`src/rtl/noise_pkg.sv`:
```
package noise_pkg;
  localparam int IDX_W  = 4;
  localparam int CNT_W  = 12;
  localparam int LFSR_W = 15;
  localparam int VOL_W  = 4;
  localparam int TAB_N  = 1 << IDX_W;

  typedef logic [CNT_W-1:0] period_t;

  // Control-to-datapath strobes
  typedef struct packed {
    logic expire;
    logic useShort;
  } noiseStrobe_t;

  localparam period_t PRIMARY_PERIODS [TAB_N] = '{
    12'd4, 12'd8, 12'd16, 12'd32, 12'd64, 12'd96, 12'd128, 12'd160,
    12'd202, 12'd254, 12'd380, 12'd508, 12'd762, 12'd1016, 12'd2034, 12'd4068
  };

  localparam period_t ALTERNATE_PERIODS [TAB_N] = '{
    12'd4, 12'd8, 12'd14, 12'd30, 12'd60, 12'd88, 12'd118, 12'd148,
    12'd188, 12'd236, 12'd354, 12'd472, 12'd708, 12'd944, 12'd1890, 12'd3778
  };
endpackage

```
`src/rtl/noise_ctrl.sv`:
```
module noise_ctrl
  import noise_pkg::*;
#(
  parameter int IDX_BITS = IDX_W,
  parameter int CNT_BITS = CNT_W,
  parameter period_t PRI_TABLE [TAB_N] = PRIMARY_PERIODS,
  parameter period_t ALT_TABLE [TAB_N] = ALTERNATE_PERIODS
) (
  input  logic                clk,
  input  logic                rstN,
  input  logic [IDX_BITS-1:0] periodIdx,
  input  logic                regionSel,
  input  logic                shortMode,
  output noiseStrobe_t        strobe,
  output logic                stepped
);
  logic [CNT_BITS-1:0] cnt;
  logic [CNT_BITS-1:0] reloadVal;
  logic                expire;

  assign expire    = (cnt == CNT_BITS'(1));
  assign reloadVal = regionSel ? ALT_TABLE[periodIdx] : PRI_TABLE[periodIdx];

  always_ff @(posedge clk or negedge rstN) begin
    if (!rstN) begin
      cnt     <= CNT_BITS'(1);
      stepped <= 1'b0;
    end else begin
      stepped <= expire;
      cnt     <= expire ? reloadVal : cnt - CNT_BITS'(1);
    end
  end

  always_comb begin
    strobe.expire   = expire;
    strobe.useShort = shortMode;
  end

  // counter never idles at zero
  assert_cnt_nonzero_R2: assert property (@(posedge clk) disable iff (!rstN)
    cnt != '0);
  // between timeouts the count steps down by one
  assert_cnt_step_R2: assert property (@(posedge clk) disable iff (!rstN)
    !expire |=> cnt == $past(cnt) - CNT_BITS'(1));
  // every timeout raises the strobe on the next cycle
  assert_strobe_follows_R8: assert property (@(posedge clk) disable iff (!rstN)
    expire |=> stepped);
  // strobe only after a timeout
  assert_strobe_only_R8: assert property (@(posedge clk) disable iff (!rstN)
    !expire |=> !stepped);
endmodule

```
`src/rtl/noise_dp.sv`:
```
module noise_dp
  import noise_pkg::*;
#(
  parameter int SR_BITS   = LFSR_W,
  parameter int VOL_BITS  = VOL_W,
  parameter int LONG_TAP  = 1,
  parameter int SHORT_TAP = 6
) (
  input  logic                clk,
  input  logic                rstN,
  input  noiseStrobe_t        strobe,
  input  logic [VOL_BITS-1:0] volume,
  output logic [VOL_BITS-1:0] sample
);
  logic [SR_BITS-1:0] lfsr;
  logic [SR_BITS-1:0] nextLfsr;
  logic               feedback;

  assign feedback = lfsr[0] ^ (strobe.useShort ? lfsr[SHORT_TAP] : lfsr[LONG_TAP]);

  for (genvar i = 0; i < SR_BITS - 1; i++) begin : gShift
    assign nextLfsr[i] = lfsr[i+1];
  end
  assign nextLfsr[SR_BITS-1] = feedback;

  always_ff @(posedge clk or negedge rstN) begin
    if (!rstN) begin
      lfsr   <= SR_BITS'(1);
      sample <= '0;
    end else if (strobe.expire) begin
      lfsr   <= nextLfsr;
      sample <= nextLfsr[0] ? '0 : volume;
    end
  end

  // register never reaches the all-zero state
  assert_lfsr_nonzero_R9: assert property (@(posedge clk) disable iff (!rstN)
    lfsr != '0);
  // sample holds between timeouts
  assert_sample_hold_R7: assert property (@(posedge clk) disable iff (!rstN)
    !strobe.expire |=> $stable(sample));
  // long mode moves every bit one place toward bit 0
  assert_long_shift_R5: assert property (@(posedge clk) disable iff (!rstN)
    (strobe.expire && !strobe.useShort) |=>
      (lfsr[SR_BITS-2:0] == $past(lfsr[SR_BITS-1:1])) &&
      (lfsr[SR_BITS-1] == ($past(lfsr[0]) ^ $past(lfsr[LONG_TAP]))));
  // short mode feeds bit 0 XOR bit 6
  assert_short_fb_R6: assert property (@(posedge clk) disable iff (!rstN)
    (strobe.expire && strobe.useShort) |=>
      lfsr[SR_BITS-1] == ($past(lfsr[0]) ^ $past(lfsr[SHORT_TAP])));
endmodule

```
`src/rtl/noise_channel.sv`:
```
module noise_channel
  import noise_pkg::*;
#(
  parameter period_t PRI_TABLE [TAB_N] = PRIMARY_PERIODS,
  parameter period_t ALT_TABLE [TAB_N] = ALTERNATE_PERIODS
) (
  input  logic             clk,
  input  logic             rstN,
  input  logic [IDX_W-1:0] periodIdx,
  input  logic             regionSel,
  input  logic             shortMode,
  input  logic [VOL_W-1:0] volume,
  output logic [VOL_W-1:0] sample,
  output logic             stepped
);
  noiseStrobe_t strobe;

  noise_ctrl #(
    .IDX_BITS(IDX_W), .CNT_BITS(CNT_W),
    .PRI_TABLE(PRI_TABLE), .ALT_TABLE(ALT_TABLE)
  ) uCtrl (
    .clk(clk), .rstN(rstN), .periodIdx(periodIdx), .regionSel(regionSel),
    .shortMode(shortMode), .strobe(strobe), .stepped(stepped)
  );

  noise_dp #(.SR_BITS(LFSR_W), .VOL_BITS(VOL_W)) uDp (
    .clk(clk), .rstN(rstN), .strobe(strobe), .volume(volume), .sample(sample)
  );
endmodule

```
`config.mk`:
```
export PLATFORM = sky130hd
export DESIGN_NAME = noise_channel
export DESIGN_NICKNAME = d
export VERILOG_FILES = /design/src/rtl/noise_pkg.sv /design/src/rtl/noise_ctrl.sv /design/src/rtl/noise_dp.sv /design/src/rtl/noise_channel.sv
export SDC_FILE = /design/constraint.sdc
export NUM_CORES = 1
export LEC_CHECK = 0
export ABC_AREA = 0
export BUFFER_PORTS_ARGS = -buffer_cell sky130_fd_sc_hd__buf_2
export CAP_MARGIN = 20
export CORE_MARGIN = 3
export CORE_UTILIZATION = 38
export CTS_BUF_LIST = sky130_fd_sc_hd__clkbuf_4
export CTS_CLUSTER_DIAMETER = 120
export DETAILED_ROUTE_END_ITERATION = 8
export HOLD_SLACK_MARGIN = 0.06
export RECOVER_POWER = 100
export SLEW_MARGIN = 20
export SYNTH_ARGS = -nofsm -noshare
export SYNTH_HDL_FRONTEND = slang
export SYNTH_SLANG_ARGS = --single-unit
```
`constraint.sdc`:
```
create_clock -name clk -period 2.74 [get_ports clk]
set_input_delay 0.137 -clock clk [delete_from_list [all_inputs] [get_ports clk]]
set_output_delay 0.137 -clock clk [all_outputs]
set_load 0.1 [all_outputs]
```
==> out/metrics.cfg <==
[status]
outcome=finished with violations
violations=max-capacitance violations, max-slew violations

[placement]
portBuffers=16
place.gp.congestion=0.8060
dp_hpwl_um=2358
dp_slack_ps=614.5
placed_cell_area_mm2=0.001989
place_inst=282

[pwr]
p_sw_uw=319.7
intPower_uw=707.9
p_comb_share_pct=17.3
power_leakage_nw=0.9713
total_power_mw=1.028
seqPwrFrac_pct=58.0
p_per_area_mw_per_mm2=494.5
switching_share_pct=31.11
p_clk_share_pct=24.7
ir_drop_mv=0.1605

[sta]
slew_viol_final=33
finalSetupTns_ps=0
hold_ws_ps=182.1
min_period_ps=2242
worst_slack_ps=497.5
rsz0062_at_grt=false
worstMarginPinSlew_ps=1663
fmax_mhz=445.9
slew_headroom_pct=-10.86
finalHoldViolations=0
fin_crit_sh_pct=81.84
clock_skew_ps=11.92
finalSetupViolCount=0

[detailed_routing]
via_per_inst=4.827
ant_nets=0
vias=1424
routed_wl_um=3573
wl_per_cell_um=12.11
firstDrtPassIters=4
drtIter0Drc=42
drc=0

[final_layout]
synthToLayoutAreaGrowth_pct=11.10
fin_nets=251
drive_above_1_share_pct=10.87
stdcell_area_mm2=0.002078
final_cells=295
final_util_pct=45.53
diodes=0

[clock_network]
cts_max_level=2
cts-buffers-inserted=5
cts_setup_buffers=0
cts_root_buffer=clkbuf_4
cts_tree=yes
cts_sinks=32
clkTransAtPathRegs_ps=100
clockBufferDepth=2
clk_latency_ps=340

[global_routing]
grt-busiest-layer=met1
antenna_found_initial=0
grt_pass1_vias=1256
grt_pass1_wl_um=6065
grt_use_met2_pct=18.17
grt_max_degree=35
grt-ovfl-total=0
grt.total_usage_pct=12.80
use_met1_pct=18.53
met3_usage_pct=3.310

[synth]
async_reset_ff_share_pct=100.0
synth-seq-cells=32
syn-instance-count=212
ys_seq_area_share_pct=42.94
yosys.area.top_type_share_pct=40.13
synth.avg_cell_area_um2=8.823
post_synth_instance_area_mm2=0.001871
synth.most_common_cell=nand2_1
syn_nets=234
yosys_warnings=0
synth_common_cells=nand2_1, dfrtp_1, o21ai_0
synth_edf_count=0
yosys.area.top_type=dfrtp_1
synth_area_leaders=dfrtp_1, nand2_1, ha_1
synth.distinct_cells=41
synth_ff_type=dfrtp_1

[floorplan]
die_y_um=76.16
start_util_pct=40.98
core_area_mm2=0.004564
rows=24
die_w_um=76.16
dieArea_mm2=0.005800
io-pin-count=17

[worst_setup_path]
crit_start=uCtrl.cnt[0]
cp_data_arrival_time_ps=2500
critPathKind=reg2reg
crit_required_ps=3000
endpoint_kind=flop
crit_path_start_kind=flop
r2r-start=uCtrl.cnt[0]
path_max_fanout=34
r2r_cells=6
reg2reg_setup_slack_ps=500

[worst_hold_path]
min_path_type=in2reg
hp-start=shortMode
holdPathStages=4

[job]
drv_cap=1

per-layer routing:
layer / routed length, um / vias up
met5: 0 / -
met4: 41 / 0
met3: 128 / 4
met2: 1508 / 28
met1: 1894 / 642
li1: - / 750
layout by cell type (no fill, tap or decap), types with 2 or more instances in the layout:
cell type | netlist | layout
clkbuf_4 | 0 | 5
nor3_1 | 3 | 3
a31oi_1 | 3 | 3
a221o_1 | 2 | 2
mux2i_1 | 4 | 4
ha_1 | 10 | 10
nand3_1 | 3 | 4
a22oi_1 | 3 | 3
or3_1 | 2 | 2
nor3b_1 | 2 | 2
nand2b_1 | 6 | 6
o31ai_1 | 4 | 4
xor2_1 | 3 | 3
clkinv_2 | 0 | 2
clkbuf_1 | 10 | 6
nand2_1 | 56 | 56
xnor2_1 | 6 | 6
inv_1 | 7 | 7
o21ai_0 | 12 | 12
buf_2 | 1 | 10
a21oi_1 | 10 | 10
nor2_1 | 5 | 5
dfrtp_1 | 30 | 30
dlygate4sd3_1 | 0 | 5
nor2b_1 | 7 | 7
o211ai_1 | 4 | 4
power by group through the flow:
stage	sequential, mW	combinational (mW)	clock, mW
6_report	0.596	0.177	0.254
5_1_grt	0.604	0.203	0.283
4_1_cts	0.595	0.179	0.262
3_5_place_dp	0.605	0.172	0
3_3_place_gp	0.606	0.174	0
2_1_floorplan	0.592	0.131	0
worst paths after layout:
| kind | to |
|---|---|
| setup / recovery | uCtrl.cnt[6] |
| hold / removal | uDp.lfsr[14] |
| setup reg to reg | uCtrl.cnt[6] |
| hold reg to reg | uDp.lfsr[6] |
| max in group asynchronous | uCtrl.cnt[2] |
| min in group asynchronous | uDp.lfsr[4] |
repair_timing:
action / in CTS / in global routing
endpoints found under the hold margin: 34 / 0
hold buffers: 5 / 0
gates resized for setup: 0 / 0
layout make-up:
cell class | instances | area (um^2)
Sequential cell | 32 | 803.3
Fill cell | 464 | 2486
Clock inverter | 3 | 13.76
Tap cell | 65 | 81.33
Inverter | 8 | 30.03
Timing Repair Buffer | 22 | 130.1
Multi-Input combinational cell | 160 | 982.2
Clock buffer | 5 | 37.54
logic make-up (layout without fill, tap and decap cells):
logic type	Yosys count	count (layout)	share of synthesized area, %
adder cells (fa/ha/maj)	10	10	6.689
flip-flops	32	32	42.94
XOR/XNOR	9	9	4.214
buffers and inverters	20	38	4.281
AND/OR/NAND/NOR	94	94	25.02
multiplexers	4	4	2.141
AO/OA/AOI/OAI	43	43	14.72
critical path: stages, from the launching register on:
cell and delay (ps):
dfstp_1 570, ha_1 160, nor4b_1 350, nand3_1 370, buf_4 360, a221o_1 290
o21ai_0 70
registers in the layout, summed over array words and instances (netlist names):
register and flops:
uCtrl.cnt 12, uCtrl.stepped 1, uDp.lfsr 15, uDp.sample 4
Note: power is estimated with default switching activity, not from simulation.
